===== config.mk =====
export PLATFORM = sky130hd
export DESIGN_NAME = tern_nand_cell
export DESIGN_NICKNAME = d
export VERILOG_FILES = /design/src/rtl/tern_cell_pkg.sv /design/src/rtl/tern_level_decode.sv /design/src/rtl/tern_nand_datapath.sv /design/src/rtl/tern_nand_ctrl.sv /design/src/rtl/tern_nand_cell.sv
export SDC_FILE = /design/constraint.sdc
export NUM_CORES = 1
export LEC_CHECK = 0
export ABC_AREA = 1
export CAP_MARGIN = 20
export CORE_AREA = 3 3 40 42
export DETAILED_ROUTE_END_ITERATION = 10
export DIE_AREA = 0 0 43 45
export GPL_TIMING_DRIVEN = 0
export MAX_ROUTING_LAYER = met4
export PLACE_DENSITY_LB_ADDON = 0.1
export SETUP_SLACK_MARGIN = 0.4
export SYNTH_ARGS = -nofsm -noshare
export SYNTH_HDL_FRONTEND = slang
export SYNTH_SLANG_ARGS = --single-unit

===== constraint.sdc =====
create_clock -name clk -period 1.24 [get_ports clk]
set_clock_uncertainty 0.15 [all_clocks]
set_input_delay 0.248 -clock clk [delete_from_list [all_inputs] [get_ports clk]]
set_output_delay 0.248 -clock clk [all_outputs]
set_load 0.01 [all_outputs]

===== src/rtl/tern_cell_pkg.sv =====
package tern_cell_pkg;
  localparam int LEVEL_W = 2;
  localparam logic [LEVEL_W-1:0] LVL_LOW  = 2'b00;
  localparam logic [LEVEL_W-1:0] LVL_NULL = 2'b01;
  localparam logic [LEVEL_W-1:0] LVL_HIGH = 2'b10;
  localparam logic [LEVEL_W-1:0] LVL_BAD  = 2'b11;
  localparam int NUM_OPS = 2;

  typedef struct packed {
    logic isData;
    logic isLow;
    logic isHigh;
    logic isBad;
  } levelFlags_t;

  typedef struct packed {
    logic evalEn;
    logic precharge;
  } cellStrobe_t;

  typedef struct packed {
    logic xData;
    logic yData;
    logic fNull;
  } cellStatus_t;
endpackage


===== src/rtl/tern_level_decode.sv =====
module tern_level_decode
  import tern_cell_pkg::*;
(
  input  logic [LEVEL_W-1:0] levelIn,
  output levelFlags_t        flags
);
  always_comb begin
    flags.isLow  = (levelIn == LVL_LOW);
    flags.isHigh = (levelIn == LVL_HIGH);
    flags.isBad  = (levelIn == LVL_BAD);
    flags.isData = flags.isLow | flags.isHigh;
  end
endmodule


===== src/rtl/tern_nand_datapath.sv =====
module tern_nand_datapath
  import tern_cell_pkg::*;
(
  input  logic               clk,
  input  logic               rst,
  input  logic [LEVEL_W-1:0] xIn,
  input  logic [LEVEL_W-1:0] yIn,
  input  cellStrobe_t        strobe,
  output cellStatus_t        status,
  output logic [LEVEL_W-1:0] fOut,
  output logic               errFlag
);
  logic [LEVEL_W-1:0] opLevel [NUM_OPS];
  levelFlags_t        opFlags [NUM_OPS];
  logic [LEVEL_W-1:0] fReg;
  logic [LEVEL_W-1:0] nandLevel;
  logic               errReg;
  logic               nandOne;
  logic               nandZero;
  logic               anyBad;

  assign opLevel[0] = xIn;
  assign opLevel[1] = yIn;

  for (genvar g = 0; g < NUM_OPS; g++) begin : gen_dec
    tern_level_decode u_dec (
      .levelIn(opLevel[g]),
      .flags  (opFlags[g])
    );
  end

  always_comb begin
    nandOne  = opFlags[0].isLow | opFlags[1].isLow;
    nandZero = opFlags[0].isHigh & opFlags[1].isHigh;
    if (nandOne)       nandLevel = LVL_HIGH;
    else if (nandZero) nandLevel = LVL_LOW;
    else               nandLevel = LVL_NULL;
    anyBad = opFlags[0].isBad | opFlags[1].isBad;
  end

  always_ff @(posedge clk) begin
    if (rst) begin
      fReg   <= LVL_NULL;
      errReg <= 1'b0;
    end else begin
      if (strobe.precharge)   fReg <= LVL_NULL;
      else if (strobe.evalEn) fReg <= nandLevel;
      if (anyBad) errReg <= 1'b1;
    end
  end

  assign status.xData = opFlags[0].isData;
  assign status.yData = opFlags[1].isData;
  assign status.fNull = (fReg == LVL_NULL);
  assign fOut    = fReg;
  assign errFlag = errReg;
endmodule


===== src/rtl/tern_nand_ctrl.sv =====
module tern_nand_ctrl
  import tern_cell_pkg::*;
(
  input  logic        clk,
  input  logic        rst,
  input  logic        reqFromSucc,
  input  cellStatus_t status,
  output cellStrobe_t strobe,
  output logic        reqToPred
);
  logic wantData;
  logic bothData;
  logic bothNull;

  assign bothData = status.xData & status.yData;
  assign bothNull = ~status.xData & ~status.yData;

  always_comb begin
    strobe.evalEn    = wantData & reqFromSucc & bothData & status.fNull;
    strobe.precharge = ~wantData & ~reqFromSucc;
  end

  always_ff @(posedge clk) begin
    if (rst) begin
      wantData <= 1'b1;
    end else if (wantData && !status.fNull && bothData) begin
      wantData <= 1'b0;
    end else if (!wantData && status.fNull && bothNull) begin
      wantData <= 1'b1;
    end
  end

  assign reqToPred = wantData;
endmodule


===== src/rtl/tern_nand_cell.sv =====
module tern_nand_cell
  import tern_cell_pkg::*;
(
  input  logic        clk,
  input  logic        rst,
  input  logic [1:0]  xIn,
  input  logic [1:0]  yIn,
  input  logic        reqFromSucc,
  output logic [1:0]  fOut,
  output logic        reqToPred,
  output logic        errFlag
);
  cellStrobe_t strobe;
  cellStatus_t status;

  tern_nand_datapath u_dp (
    .clk    (clk),
    .rst    (rst),
    .xIn    (xIn),
    .yIn    (yIn),
    .strobe (strobe),
    .status (status),
    .fOut   (fOut),
    .errFlag(errFlag)
  );

  tern_nand_ctrl u_ctrl (
    .clk        (clk),
    .rst        (rst),
    .reqFromSucc(reqFromSucc),
    .status     (status),
    .strobe     (strobe),
    .reqToPred  (reqToPred)
  );
endmodule


; Yosys cells after proc, flatten, opt, wreduce, memory -nomap -nowiden
; Index checks and enable logic that the tools add are counted.
[word_totals]
word_cells = 37
output_inout_bits = 4
input_bits = 7
reg_bits = 4
[op_classes]
bitwise = 15
muxes = 4
n_reduce_logical = 10
eq_ne = 5
[op_table]
columns = cell, count
row1 = 2-bit equality test (second input constant), 4
row2 = 1-bit AND, 7
row3 = 1-bit logical AND, 4
row4 = 2-bit logical NOT, 2
row5 = 1-bit inverter, 4
row6 = 1-bit OR, 4
row7 = 1-bit two-way mux, 3
row8 = 2-bit by 1-bit equality test with 1-bit output (second input constant), 1
row9 = 1-bit logical NOT, 2
row10 = 2-bit two-way mux, 1
row11 = 2-bit nonzero test, 1
row12 = 2-bit OR reduction, 1

; Longest topological paths before layout
[logic_depth]
word_depth = 7
depth_mapped = 5
ltp_nobuf = 5

; By module
; A second synthesis with hierarchy kept.
[unflattened]
cells_unflattened = 48
hier_area_um2 = 251.5
[by_module_without_submodules]
columns = mod, cells_each, area_per_inst_um2, seq_area_each_um2, instances
row1 = tern_nand_datapath, 26, 148.9, 60.1, 1
row2 = tern_nand_ctrl, 10, 57.6, 20.0, 1
row3 = tern_level_decode, 6, 22.5, 0.0, 2

; Least setup slack after synthesis
; Ideal clock, no wire load.
[synth_path]
kind = reg-to-reg
from = reg u_dp.fReg[0] (netlist: u_dp.fOut[0])
to = reg u_dp.fReg[0] (netlist: u_dp.fOut[0])
n_path_buf = 0
period_less_slack_ns = 1.032
setup_slack_ns = 0.208
stages_incl_launch_ff = 5
arrival_ns = 0.768
required_ns = 0.976
setup_time_ns = 0.114
cell_sequence = dfxtp_1 > inv_1 > nor2_8 > nand2_1 > a21o_1
[synth_between]
elab_chain_cells = 2
[synth_lines]
columns = element, line_no
row1 = start: declaration, tern_nand_datapath.sv:15  ; logic [LEVEL_W-1:0] fReg;
row2 = start signal: assignment, tern_nand_datapath.sv:47  ; else if (strobe.evalEn) fReg <= nandLevel;
row3 = 2-bit by 1-bit equality test with 1-bit output, tern_nand_datapath.sv:54  ; assign status.fNull = (fReg == LVL_NULL);
row4 = 1-bit AND, tern_nand_ctrl.sv:19  ; strobe.evalEn = wantData & reqFromSucc & bothData & status.fNull;
; Every way passes these cells.
; A chain may end at the register's enable or synchronous reset.

; Final worst setup path
[layout_path]
from = reg u_ctrl.wantData (netlist: u_ctrl.reqToPred)
to = out reqToPred
[layout_lines]
columns = element, line_no
row1 = start: declaration, tern_nand_ctrl.sv:11  ; logic wantData;
row2 = start signal: assignment, tern_nand_ctrl.sv:25  ; wantData <= 1'b1;
row3 = start signal: assignment, tern_nand_ctrl.sv:27  ; wantData <= 1'b0;
row4 = start signal: assignment, tern_nand_ctrl.sv:29  ; wantData <= 1'b1;
row5 = end: declaration, tern_nand_cell.sv:10  ; output logic reqToPred,
; No word-level cell between the ends.

==> impl_metrics.csv <==
group,metric,value,unit
placement,place.port_buffers,10,
global_route,vias_in_the_first_global_route,250,
synthesis,synth_compound_gate_area_share,0.157,
clock_tree,cts_tree,"yes",
worst_setup_path,cp_slowest_cell,"sky130_fd_sc_hd__dfxtp_4",
drt,routedLengthMet1,176,um
clock_tree,clock-sinks,4,
power_and_ir_drop,clock_power_share,0.448,
final_layout,synthToLayoutAreaGrowth,84.9,%
global_route,grt_use_total,0.0659,
worst_setup_path,worst_ep_arrival_time,0.70,ns
floorplanning,core_area,1280,um^2
sta,fin_crit,1.10,ns
global_route,grt_overflow,0,
final_layout,layoutNonFillerInstCount,62,
drt,wl_met3,56,um
sta,final-setup-viol-count,0,
synthesis,simple_logic_cell_fraction_of_the_synthesized_area,0.357,
worst_setup_path,cp_capture_type,"output port",
placement,dp.cells,55,
floorplanning,design.portCount,11,
synthesis,synth_cells,30,
final_layout,drive_gt1_frac,0.553,
power_and_ir_drop,power.density,964,nW/um^2
floorplanning,core.rowCount,13,
synthesis,post-synth-top-area-fraction,0.346,
power_and_ir_drop,swShare,0.267,
synthesis,syn_nets,37,
sta,clock.fmax,0.910,GHz
power_and_ir_drop,p_sw,0.110,mW
worst_setup_path,crit_type,"flip-flop to output port",
sta,worst_pin_slew,0.323,ns
floorplanning,floorplan.initialDensity,0.180,
synthesis,ys.warnings.count,0,
clock_tree,clkSlewWorstSetupHoldPaths,0.04,ns
synthesis,netlist_top_cells_area,"sky130_fd_sc_hd__dfxtp_1, sky130_fd_sc_hd__inv_1, sky130_fd_sc_hd__nor2_8",
sta,timing.hold.ws,0.201,ns
drt,drc,0,
synthesis,synth_mux_area_frac,0,
worst_setup_path,crit_chain,"buf_6",
power_and_ir_drop,power.share.combinational,0.213,
drt,detailed_route_iter0_violations,5,
drt,vias_per_cell,3.84,
worst_setup_path,data_required_time_of_the_critical_path,0.84,ns
synthesis,syn_avg_cell_area,7.72,um^2
synthesis,synth_largest_area_cell,"sky130_fd_sc_hd__dfxtp_1",
sta,min_period_over_period,0.886,
clock_tree,cts.path.max_buffers,2,
worst_setup_path,crit_family,"flip-flops",
power_and_ir_drop,max-vdd-ir-drop,387,uV
sta,drv_slew,0,
min_path,timing.hold.worst.class,"input pin to flip-flop",
job,max_cap_viol_count,0,
synthesis,largest_family_of_logic_cells_by_synthesized_area,"simple AND/OR/NAND/NOR gates",
floorplanning,dieWidth,43,um
drt,drt.antenna.violating_nets,0,
final_layout,nets,55,
synthesis,synth.distinct_cells,15,
sta,worst_slew_margin_relative_to_its_limit,0.782,
drt,routed_wl,472,um
drt,top_layer,"met3",
synthesis,synthXorXnorAreaFrac,0,
drt,drt_pre_antenna_iters,4,
outcome,run_status,"complete, no violations",
global_route,grt_max_degree,5,
worst_setup_path,critical_path.n_buffers_inverters,1,
drt,met2_wirelength,239,um
sta,fin_setup_tns,0,ns
final_layout,insertedDiodeCount,0,
global_route,grt_first_pass_wirelength,876,um
power_and_ir_drop,power.share.sequential,0.339,
drt,routed-via-count,238,
clock_tree,clk_latency_worst_skew_pair,0.24,ns
worst_setup_path,max_stage_delay,0.34,ns
power_and_ir_drop,internal_power,0.302,mW
synthesis,yosys.area_share.adder,0,
drt,routed_wire_length_per_instance,7.61,um
floorplanning,area_of_the_die,1940,um^2
global_route,antenna_found_initial,0,
placement,gp_routability_congestion,0.705,
worst_setup_path,timing.critical_path.from_type,"flip-flop",
synthesis,portion_of_the_post_synthesis_area_used_by_sequential_elements,0.346,
synthesis,syn_area,231,um^2
synthesis,synth.ff_latch_count,4,
clock_tree,clock_tree.root_cell,"sky130_fd_sc_hd__clkbuf_4",
sta,grt_setup_unrepaired,"yes",
clock_tree,numCtsBuffers,3,
clock_tree,cts-htree-levels,1,
floorplanning,floorplan.die.height,45,um
sta,timing_hold_violations_final,0,
worst_setup_path,crit_path_max_fanout,4,
power_and_ir_drop,p_leak,0.208,nW
final_layout,n_fill_cell,148,
placement,dpl.hpwl,385,um
## sequential cells by signal, indices dropped and copies added (netlist names)
register	cells
u_ctrl.reqToPred	1
u_dp.fOut	2
u_dp.errFlag	1
## Yosys cell counts (all sizes together)
library cell,n
inv,8
nand2,7
dfxtp,4
nand3,3
o21ai,3
a21oi,2
nor2,2
a21o,1
## power groups by stage
| stage | clock network [mW] | logic (mW) | registers (mW) |
|---|---|---|---|
| floorplan | 0 | 0.0365 | 0.146 |
| detailed placement | 0 | 0.0790 | 0.143 |
| global placement | 0 | 0.0790 | 0.143 |
| CTS | 0.190 | 0.0838 | 0.140 |
| global route | 0.207 | 0.0974 | 0.140 |
| finish | 0.185 | 0.0877 | 0.140 |
## metrics by stage
| stage | power (mW) | utilization | worst slack, ns | area, um^2 |
|---|---|---|---|---|
| floorplan | 0.182 | - | 0.293 | 238 |
| finish | 0.412 | 0.333 | 0.141 | 428 |
| detailed placement | 0.222 | 0.278 | -0.190 | 357 |
| global placement | 0.222 | 0.278 | -0.184 | 357 |
| global route | 0.445 | 0.333 | 0.110 | 428 |
| CTS | 0.413 | 0.324 | 0.136 | 417 |
## cells by family (layout without fill, tap and decap cells)
kind of cell           count (synthesis)  after routing
AND/OR/NAND/NOR                       12             12
flip-flops                             4              4
buffers and inverters                  8             25
AO/OA/AOI/OAI                          6              6
## worst paths after layout
check                                                    from                       endpoint  slack, ns  cells past startpoint
worst max-delay path            u_ctrl.reqToPred$_SDFFE_PP1P_                      reqToPred       0.14                      1
worst min-delay path                                      rst  u_ctrl.reqToPred$_SDFFE_PP1P_       0.20                      3
worst max register to register  u_ctrl.reqToPred$_SDFFE_PP1P_      u_dp.fOut[0]$_SDFFE_PP1P_       0.18                      5
worst min register to register      u_dp.fOut[0]$_SDFFE_PP1P_      u_dp.fOut[0]$_SDFFE_PP1P_       0.33                      1
## placed cells by master (no fill, tap or decap), drive strengths merged
| cell type | netlist | layout |
|---|---|---|
| a21oi | 2 | 2 |
| nor2 | 2 | 2 |
| dlygate4sd2 | 0 | 6 |
| o21ai | 3 | 3 |
| dfxtp | 4 | 4 |
| inv | 8 | 8 |
| nand3 | 3 | 3 |
| nand2 | 7 | 7 |
| a21o | 1 | 1 |
| buf | 0 | 7 |
| clkbuf | 0 | 4 |
## final cells by class
| class | count | area [um^2] | area share |
|---|---|---|---|
| Clock buffer | 4 | 26.3 | 0.0614 |
| Inverter | 8 | 32.5 | 0.0760 |
| Tap cell | 15 | 18.8 | 0.0439 |
| Timing Repair Buffer | 13 | 128 | 0.298 |
| Sequential cell | 4 | 90.1 | 0.211 |
| Multi-Input combinational cell | 18 | 133 | 0.310 |
## timing repair
action | in CTS | in global routing
resized for setup | 34 | 1
pin swaps | 4 | 1
endpoints found under the setup margin | 8 | 8
setup buffers | 2 | 1
hold buffers | 0 | 0
## layer usage
layer,up-vias,GRT usage
li1,125,-
met1,103,0.0576
met2,10,0.105
met3,0,0.0598
met4,0,0.0181
met5,-,-
Power figures use the tool's default switching activity.
